==> config.mk <==
export PLATFORM = sky130hd
export DESIGN_NAME = perf_mon_unit
export DESIGN_NICKNAME = d
export VERILOG_FILES = /design/src/rtl/pmu_pkg.sv /design/src/rtl/pmu_ctrl_reg.sv /design/src/rtl/pmu_cycle_ctr.sv /design/src/rtl/pmu_event_ctr.sv /design/src/rtl/perf_mon_unit.sv
export SDC_FILE = /design/constraint.sdc
export NUM_CORES = 1
export LEC_CHECK = 0
export ABC_AREA = 1
export BUFFER_PORTS_ARGS = -buffer_cell sky130_fd_sc_hd__buf_2
export CORE_UTILIZATION = 47
export DETAILED_ROUTE_END_ITERATION = 10
export GPL_TIMING_DRIVEN = 0
export HOLD_SLACK_MARGIN = 0.08
export PLACE_DENSITY = 0.65
export REMOVE_ABC_BUFFERS = 1
export SYNTH_ARGS = -nofsm -noshare
export SYNTH_HDL_FRONTEND = slang
export SYNTH_SLANG_ARGS = --single-unit
==> constraint.sdc <==
create_clock -name clk -period 1.9 [get_ports clk]
set_input_delay 0.38 -clock clk [delete_from_list [all_inputs] [get_ports clk]]
set_output_delay 0.38 -clock clk [all_outputs]
set_load 0.05 [all_outputs]
==> src/rtl/pmu_pkg.sv <==
package pmu_pkg;

  localparam int REG_W     = 32;
  localparam int SEL_W     = 8;
  localparam int N_EVT_CTR = 2;
  localparam int N_SRC     = N_EVT_CTR + 1;

  // control word field positions (decoded by software)
  localparam int B_EN    = 0;
  localparam int B_EVCLR = 1;
  localparam int B_CYCLR = 2;
  localparam int B_DIV   = 3;
  localparam int B_IE    = 4;
  localparam int B_FLAG  = 8;
  localparam int B_SEL   = 12;
  localparam int B_TOP   = B_SEL + N_EVT_CTR * SEL_W;

  // source index inside flag and enable groups
  localparam int SRC_CYC = N_EVT_CTR;

  typedef enum logic [1:0] {
    IDX_CTRL = 2'd0,
    IDX_CYC  = 2'd1,
    IDX_EV0  = 2'd2,
    IDX_EV1  = 2'd3
  } reg_idx_e;

  typedef struct packed {
    logic [N_EVT_CTR-1:0][SEL_W-1:0] sel;
    logic [N_SRC-1:0]                flag;
    logic [N_SRC-1:0]                ie;
    logic                            div;
    logic                            en;
  } ctrl_t;

endpackage

==> src/rtl/pmu_ctrl_reg.sv <==
module pmu_ctrl_reg
  import pmu_pkg::*;
(
  input  logic             clk,
  input  logic             rst_n,
  input  logic             wr,
  input  logic [REG_W-1:0] wdata,
  input  logic [N_SRC-1:0] ovf,
  output ctrl_t            q,
  output logic             ev_clr,
  output logic             cy_clr,
  output logic             irq,
  output logic [REG_W-1:0] view
);

  logic [N_SRC-1:0] w1c;
  logic             unused_bits;

  assign w1c    = wr ? wdata[B_FLAG +: N_SRC] : '0;
  assign ev_clr = wr & wdata[B_EVCLR];
  assign cy_clr = wr & wdata[B_CYCLR];
  assign irq    = |(q.flag & q.ie);
  assign unused_bits = ^{wdata[REG_W-1:B_TOP], wdata[B_FLAG-1], wdata[B_SEL-1:B_FLAG+N_SRC]};

  always_ff @(posedge clk) begin
    if (!rst_n) begin
      q <= '0;
    end else begin
      if (wr) begin
        q.en  <= wdata[B_EN];
        q.div <= wdata[B_DIV];
        q.ie  <= wdata[B_IE +: N_SRC];
        for (int i = 0; i < N_EVT_CTR; i++)
          q.sel[i] <= wdata[B_SEL + i*SEL_W +: SEL_W];
      end
      // a new overflow wins over a clearing write
      q.flag <= (q.flag & ~w1c) | ovf;
    end
  end

  always_comb begin
    view = '0;
    view[B_EN]            = q.en;
    view[B_DIV]           = q.div;
    view[B_IE +: N_SRC]   = q.ie;
    view[B_FLAG +: N_SRC] = q.flag;
    for (int i = 0; i < N_EVT_CTR; i++)
      view[B_SEL + i*SEL_W +: SEL_W] = q.sel[i];
  end

  for (genvar g = 0; g < N_SRC; g++) begin : g_flag_chk
    // overflow pulse always leaves its flag set
    a_r6_flag_set: assert property (@(posedge clk) disable iff (!rst_n)
      ovf[g] |=> q.flag[g]);
    // flag stays until a 1 is written to it
    a_r7_sticky: assert property (@(posedge clk) disable iff (!rst_n)
      (q.flag[g] && !(wr && wdata[B_FLAG+g])) |=> q.flag[g]);
    // clearing write without a fresh overflow drops the flag
    a_r7_clear: assert property (@(posedge clk) disable iff (!rst_n)
      (wr && wdata[B_FLAG+g] && !ovf[g]) |=> !q.flag[g]);
  end

endmodule

==> src/rtl/pmu_cycle_ctr.sv <==
module pmu_cycle_ctr #(
  parameter int CNT_W    = 32,
  parameter int PRESCALE = 64
) (
  input  logic             clk,
  input  logic             rst_n,
  input  logic             en,
  input  logic             div,
  input  logic             clr,
  input  logic             wr,
  input  logic [CNT_W-1:0] wdata,
  output logic [CNT_W-1:0] cnt,
  output logic             wrap
);

  localparam int PS_W = (PRESCALE > 2) ? $clog2(PRESCALE) : 1;
  localparam logic [PS_W-1:0] PS_LAST = PS_W'(PRESCALE - 1);

  logic [PS_W-1:0] presc;
  logic            tick;

  assign tick = en & (~div | (presc == PS_LAST));
  assign wrap = tick & ~wr & ~clr & (&cnt);

  always_ff @(posedge clk) begin
    if (!rst_n || clr) begin
      presc <= '0;
    end else if (en && div) begin
      presc <= (presc == PS_LAST) ? '0 : presc + 1'b1;
    end
  end

  always_ff @(posedge clk) begin
    if (!rst_n)     cnt <= '0;
    else if (wr)    cnt <= wdata;
    else if (clr)   cnt <= '0;
    else if (tick)  cnt <= cnt + 1'b1;
  end

  // disabled counter holds
  a_r2_hold: assert property (@(posedge clk) disable iff (!rst_n)
    (!en && !wr && !clr) |=> $stable(cnt));
  // undivided mode steps by one
  a_r4_step: assert property (@(posedge clk) disable iff (!rst_n)
    (en && !div && !wr && !clr) |=> cnt == $past(cnt) + CNT_W'(1));
  // divided mode holds between prescaler terminal counts
  a_r4_div_hold: assert property (@(posedge clk) disable iff (!rst_n)
    (en && div && presc != PS_LAST && !wr && !clr) |=> $stable(cnt));
  // clear zeroes counter and prescaler
  a_r3_cyc_clr: assert property (@(posedge clk) disable iff (!rst_n)
    (clr && !wr) |=> (cnt == '0 && presc == '0));
  // write loads value
  a_r9_cyc_wr: assert property (@(posedge clk) disable iff (!rst_n)
    wr |=> cnt == $past(wdata));
  // wrap lands at zero
  a_r6_cyc_wrap: assert property (@(posedge clk) disable iff (!rst_n)
    wrap |=> cnt == '0);

endmodule

==> src/rtl/pmu_event_ctr.sv <==
module pmu_event_ctr #(
  parameter int CNT_W = 32,
  parameter int EVT_W = 16,
  parameter int SEL_W = 8
) (
  input  logic             clk,
  input  logic             rst_n,
  input  logic             en,
  input  logic [SEL_W-1:0] sel,
  input  logic [EVT_W-1:0] evt,
  input  logic             clr,
  input  logic             wr,
  input  logic [CNT_W-1:0] wdata,
  output logic [CNT_W-1:0] cnt,
  output logic             wrap
);

  localparam int IDX_W = (EVT_W > 2) ? $clog2(EVT_W) : 1;

  logic in_range;
  logic hit;

  assign in_range = (sel < SEL_W'(EVT_W));
  assign hit      = en & in_range & evt[sel[IDX_W-1:0]];
  assign wrap     = hit & ~wr & ~clr & (&cnt);

  always_ff @(posedge clk) begin
    if (!rst_n)    cnt <= '0;
    else if (wr)   cnt <= wdata;
    else if (clr)  cnt <= '0;
    else if (hit)  cnt <= cnt + 1'b1;
  end

  // out-of-range selector counts nothing
  a_r5_no_line: assert property (@(posedge clk) disable iff (!rst_n)
    (!in_range && !wr && !clr) |=> $stable(cnt));
  // disabled counter holds
  a_r2_ev_hold: assert property (@(posedge clk) disable iff (!rst_n)
    (!en && !wr && !clr) |=> $stable(cnt));
  // clear zeroes the counter
  a_r3_ev_clr: assert property (@(posedge clk) disable iff (!rst_n)
    (clr && !wr) |=> cnt == '0);
  // write loads value
  a_r9_ev_wr: assert property (@(posedge clk) disable iff (!rst_n)
    wr |=> cnt == $past(wdata));
  // wrap lands at zero
  a_r6_ev_wrap: assert property (@(posedge clk) disable iff (!rst_n)
    wrap |=> cnt == '0);

endmodule

==> src/rtl/perf_mon_unit.sv <==
module perf_mon_unit
  import pmu_pkg::*;
#(
  parameter int CNT_W    = 32,
  parameter int EVT_W    = 16,
  parameter int PRESCALE = 64
) (
  input  logic             clk,
  input  logic             rst_n,
  input  logic [1:0]       reg_addr,
  input  logic             reg_we,
  input  logic [REG_W-1:0] reg_wdata,
  output logic [REG_W-1:0] reg_rdata,
  input  logic [EVT_W-1:0] evt_in,
  output logic             irq
);

  ctrl_t            ctrl;
  logic             ev_clr, cy_clr;
  logic [REG_W-1:0] ctrl_view;
  logic [N_SRC-1:0] ovf;
  logic [CNT_W-1:0] cyc_cnt;
  logic [N_EVT_CTR-1:0][CNT_W-1:0] ev_cnt;
  reg_idx_e         idx;

  assign idx = reg_idx_e'(reg_addr);

  pmu_ctrl_reg u_ctrl (
    .clk    (clk),
    .rst_n  (rst_n),
    .wr     (reg_we && idx == IDX_CTRL),
    .wdata  (reg_wdata),
    .ovf    (ovf),
    .q      (ctrl),
    .ev_clr (ev_clr),
    .cy_clr (cy_clr),
    .irq    (irq),
    .view   (ctrl_view)
  );

  pmu_cycle_ctr #(.CNT_W(CNT_W), .PRESCALE(PRESCALE)) u_cyc (
    .clk   (clk),
    .rst_n (rst_n),
    .en    (ctrl.en),
    .div   (ctrl.div),
    .clr   (cy_clr),
    .wr    (reg_we && idx == IDX_CYC),
    .wdata (reg_wdata[CNT_W-1:0]),
    .cnt   (cyc_cnt),
    .wrap  (ovf[SRC_CYC])
  );

  for (genvar g = 0; g < N_EVT_CTR; g++) begin : g_evt
    pmu_event_ctr #(.CNT_W(CNT_W), .EVT_W(EVT_W), .SEL_W(SEL_W)) u_ev (
      .clk   (clk),
      .rst_n (rst_n),
      .en    (ctrl.en),
      .sel   (ctrl.sel[g]),
      .evt   (evt_in),
      .clr   (ev_clr),
      .wr    (reg_we && reg_addr == 2'(32'(IDX_EV0) + g)),
      .wdata (reg_wdata[CNT_W-1:0]),
      .cnt   (ev_cnt[g]),
      .wrap  (ovf[g])
    );
  end

  always_comb begin
    unique case (idx)
      IDX_CTRL: reg_rdata = ctrl_view;
      IDX_CYC:  reg_rdata = REG_W'(cyc_cnt);
      IDX_EV0:  reg_rdata = REG_W'(ev_cnt[0]);
      default:  reg_rdata = REG_W'(ev_cnt[1]);
    endcase
  end

  // interrupt only when some enabled flag is set
  a_r8_irq_src: assert property (@(posedge clk) disable iff (!rst_n)
    irq |-> (ctrl_view[B_FLAG +: N_SRC] & ctrl_view[B_IE +: N_SRC]) != '0);
  // command bits never read back
  a_r1_cmd_zero: assert property (@(posedge clk) disable iff (!rst_n)
    (idx == IDX_CTRL) |-> (reg_rdata[B_EVCLR] == 1'b0 && reg_rdata[B_CYCLR] == 1'b0));

endmodule

* Word-level counts from Yosys, hierarchy flattened
Cells that the tools add are included.
Widths: inputs -> output; s select.
** Word-level totals
- Input port bits :: 53
- Output and inout port bits :: 33
- Word-level logic and storage cells :: 80
- Bits in registers :: 126
** Operators by class
- Muxes and demuxes :: 16
- $add $sub $neg :: 4
- Bitwise logic cells :: 27
- Equal/unequal tests :: 4
- Magnitude comparators :: 4
- Reduce and logical (&&, ||, !) cells :: 15
** Operators with widths (number)
- $mux 32 :: 9
- $add 32x1->32 const B :: 3
- $pmux 32 s3 :: 1
- $reduce_and 32->1 :: 3
- $and 1x1->1 :: 16
- $lt 8x5->1 const B :: 2
- $lt 4x5->1 const B :: 2
- $reduce_bool 3->1 :: 3
- $bmux 1 s4 :: 2
- $add 6x1->6 const B :: 1
- $and 3x3->3 :: 2
- $eq 6x6->1 const B :: 1
- $mux 6 :: 1
- $not 1->1 :: 6
- $logic_and 1x1->1 :: 5
- $eq 2x2->1 const B :: 2
- $mux 3 :: 1
- $not 3->3 :: 1
- $or 3x3->3 :: 1
- $reduce_or 3->1 :: 1
- $eq 2x1->1 const B :: 1
- $logic_not 2->1 :: 1
- $mux 1 :: 2
- $logic_not 1->1 :: 1
- other kinds (2) :: 2

* Logic depth before layout (Yosys ltp)
- Depth in word-level cells :: 7
- Gate-level depth with buffers :: 13
- Mapped depth without buffers :: 12

* Hierarchy
Synthesis repeated with hierarchy kept, for this count alone.
** Unflattened totals
- Cells, all modules :: 1866
- Area, all modules :: 10680.2 um^2
** Modules (own cells, without submodules)
- pmu_event_ctr :: instances 2, cells each 542, sequential area each 640.6 um^2, area each 2921.6 um^2
- pmu_cycle_ctr :: instances 1, cells each 442, sequential area each 760.7 um^2, area each 2713.9 um^2
- pmu_ctrl_reg :: instances 1, cells each 149, sequential area each 480.5 um^2, area each 1172.4 um^2
- perf_mon_unit :: instances 1, cells each 191, sequential area each 0.0 um^2, area each 950.9 um^2

* Worst setup path before layout
Ideal clock, no wire load.
- Path type :: input to output
- From :: input port reg_addr[0]
- To :: output port reg_rdata[14]
- Data required time :: 1.520 ns
- Cell stages on the path :: 3
- Path buffers :: 1
- Data arrival time :: 1.751 ns
- Slack :: -0.231 ns
- Path through :: nand2_2 -> clkbuf_1 -> o21ai_0
** On the way
- Cells in the longest elaborated chain, start to end :: 2
- Elaborated cells between the ends (all ways) :: 4
- Classes of those cells :: eq/ne (2); mux (1); reduce/logical (1)
** RTL lines
- start, declared :: line perf_mon_unit.sv:10 : input logic [1:0] reg_addr,
- $eq 2x2->1, or another cell as far along :: line perf_mon_unit.sv:69 : unique case (idx)
- $pmux 32 s3 (*) :: line perf_mon_unit.sv:69
- end, declared :: line perf_mon_unit.sv:13 : output logic [REG_W-1:0] reg_rdata,
Every way passes the cells marked *; elsewhere a longest branch is shown, timed or not.

* Worst setup path in the final report
- From :: input port reg_addr[1]
- To :: output port reg_rdata[17]
The elaborated chain is that of the path after synthesis.

==> results.json <==
{
  "grt_pass1_wl_um": 54100,
  "crit_chain": "buf_12, inv_8, nor2_4, buf_12, inv_8, o22ai_2, a21oi_2, o21ai_0, buf_4",
  "rrSetupSlack_ps": 140,
  "critical_path_class": "in -> out",
  "fin_crit_sh_pct": 101,
  "reg2reg_depth": 10,
  "die_y_um": 142,
  "core_area_um2": 19000,
  "yosysTopAreaCell": "dfxtp_1",
  "violations": "setup timing",
  "finalHoldViolations": 0,
  "diodes": 0,
  "yosysMostFrequentCell": "nand2_1",
  "outcome": "finished, violations left",
  "portBuffers": 85,
  "path_clk_slew_ps": 60,
  "cts-buffers-inserted": 17,
  "drv_cap": 0,
  "track_usage_pct": 35.2,
  "cp_num_buf_inv": 5,
  "ios": 86,
  "syn_avg_cell_area_um2": 5.73,
  "cts_tree": "done",
  "yosysUniqueCellTypes": 41,
  "rsz0062_at_grt": "yes",
  "grt_overflow": 0,
  "ys_ff_latch": 126,
  "crit_path_start_kind": "input pin",
  "tightest_slew_ps": 400,
  "critPathArrivalTime_ps": 1550,
  "die_x_um": 142,
  "synth_top_area_share_pct": 27.4,
  "yosys-top-cells-area": "dfxtp_1 (27%), nand2_1 (15%), nor2_1 (10%), nand3_1 (9.9%), o21ai_0 (7.4%)",
  "syn_area_um2": 9220,
  "dp.cells": 1885,
  "maxSlewViolCount": 0,
  "drt_iter0_drc": 1165,
  "clk_path_buf_depth": 2,
  "route.detailed.drc": 0,
  "r2r_end": "g_evt[1].u_ev.cnt[1]$_SDFFE_PN0P_",
  "fin_nets": 1730,
  "synthArstFlopShare_pct": 0,
  "setup_slack_ps": -27.9,
  "critPathCaptureType": "primary output",
  "timing.setup.tns_ps": -33.9,
  "stdcell_count": 1944,
  "holdPathEnd": "u_cyc.cnt[6]$_SDFFE_PN0P_",
  "areaGrowthSynthToFinish_pct": 24.4,
  "fmax_mhz": 519,
  "cts_root_buffer": "clkbuf_16",
  "clk_latency_ps": 430,
  "grt_pass1_vias": 9782,
  "max_slew_margin_pct": 73.1,
  "yosys_warnings": 0,
  "antenna_found_initial": 0,
  "ant_nets": 0,
  "cp_num_cells": 9,
  "routed_wl_um": 35800,
  "drtPass1Iterations": 6,
  "seq_area_frac_synth_pct": 27.4,
  "critPathSlowestCell": "buf_4",
  "finClkSkew_ps": 11.6,
  "r2r-start": "u_ctrl.q[17]$_SDFFE_PN0N_",
  "drive_gt1_share_pct": 17.7,
  "hp-start": "reg_wdata[6]",
  "dp_hpwl_um": 24500,
  "cp_top_family": "buffers and inverters",
  "synth-edff-count": 0,
  "die-area_um2": 20200,
  "cts.sinks": 126,
  "h-tree-depth": 4,
  "routedWlPerCell_um": 18.4,
  "worstPathMaxFanout": 12,
  "synth_common_cells": "nand2_1 (371), nor2_1 (250), nand3_1 (183)",
  "p_leak_nw": 4.85,
  "setup_viol": 4,
  "peakVddDrop_mv": 0.589,
  "synthCells": 1609,
  "grt_max_degree": 90,
  "critPathRequiredTime_ps": 1520,
  "initial_core_util_pct": 48.6,
  "worstHoldPathCells": 3,
  "routabilityCongestion": 0.970,
  "vias": 11142,
  "ys.flop_type": "dfxtp_1",
  "power_density_nw_per_um2": 754,
  "period_needed_ps": 1930,
  "slowest_delay_ps": 200,
  "min_path_type": "in -> reg",
  "drt-vias-per-instance": 5.73,
  "num_rows": 50
}
where the power goes:
part	internal [W]	switching (W)
Sequential	0.00287	0.000281
Clock	0.00208	0.00126
Combinational	0.000718	0.00143
Total	0.00568	0.00297
repair_timing:
action | in CTS | in global routing
endpoints found under the hold margin | 0 | 0
gates cloned | 4 | 3
pin swaps | 9 | 19
hold buffers | 0 | 0
endpoints found under the setup margin | 134 | 116
resized for setup | 160 | 109
setup buffers | 13 | 9
cell families (layout without fill, tap and decap cells):
| logic type | count (synthesis) | after routing | synth area share [%] |
|---|---|---|---|
| xor gates and xnor gates | 10 | 10 | 0.951 |
| adders and majority gates | 4 | 4 | 0.543 |
| and+or+nand+nor | 876 | 880 | 40.3 |
| buffers and inverters | 261 | 330 | 11.5 |
| AOI/OAI and AO/OA | 332 | 334 | 19.3 |
| DFF | 126 | 126 | 27.4 |
worst register-to-register path, stage by stage (launching register included):
cell     delay, ps
dfxtp_1        450
inv_1          170
nand3_1        130
nand3_1        110
nand3_1        140
nand2_4        140
nand2_8        190
nand2_1        130
nand2_1         80
nand2_1         40
nor2_1         120
metrics by stage:
stage	worst slack [ps]	utilization, %	hold slack, ps	cell area (µm²)	total power [W]
after CTS	-71.1	57.9	240	11000	0.00846
after global routing	-60.4	60.5	245	11500	0.00900
after floorplan	-1560	-	457	8870	0.00432
after global placement	-3850	50.8	474	9620	0.00491
final	-27.9	60.5	245	11500	0.00865
after detailed placement	-2690	51.1	477	9690	0.00493
worst max-delay path by stage:
stage                                           from                    endpoint  slack [ps]
final                                    reg_addr[1]               reg_rdata[17]         -30
after global routing      u_cyc.cnt[24]$_SDFFE_PN0P_               reg_rdata[24]         -60
after CTS                 u_cyc.cnt[15]$_SDFFE_PN0P_               reg_rdata[15]         -70
after detailed placement                 reg_addr[1]  u_cyc.cnt[19]$_SDFFE_PN0P_       -2690
after global placement                   reg_addr[1]  u_cyc.cnt[19]$_SDFFE_PN0P_       -3850
after floorplan                          reg_addr[1]   u_cyc.cnt[5]$_SDFFE_PN0P_       -1560
layout make-up:
type	instances	area (µm²)
sequential	126	2590
tap	260	325
inverter	190	778
fill	1910	7490
multi-input combinational	1228	6290
clock buffer	24	502
clock inverter	6	82.6
timing repair inverter	1	16.3
timing repair buffer	109	868
sequential cells by signal (all words and copies together), names as in the netlist:
| register | flops |
|---|---|
| g_evt.u_ev.cnt | 64 |
| u_cyc.presc | 6 |
| u_cyc.cnt | 32 |
| u_ctrl.q | 24 |
placed cells by master, fill, tap and decap left out, types with 16 or more instances in the layout:
master / count
nor2_4: 16
nor2_1: 233
nor3_1: 21
inv_1: 168
dfxtp_1: 86
o21ai_1: 23
a21oi_1: 112
o21ai_0: 123
nand3_1: 176
nand2_1: 360
clkbuf_16: 17
buf_4: 34
buf_2: 52
dfxtp_2: 31
nand4_1: 22
layer usage:
layer / vias up / global-route usage (%) / routed length (µm)
met4: 0 / 12.8 / 1110
met2: 555 / 54.8 / 16200
met5: - / 0 / 0
met1: 5066 / 47.6 / 14900
li1: 5422 / - / -
met3: 99 / 7.57 / 3560
Power figures use the tool's default switching activity.
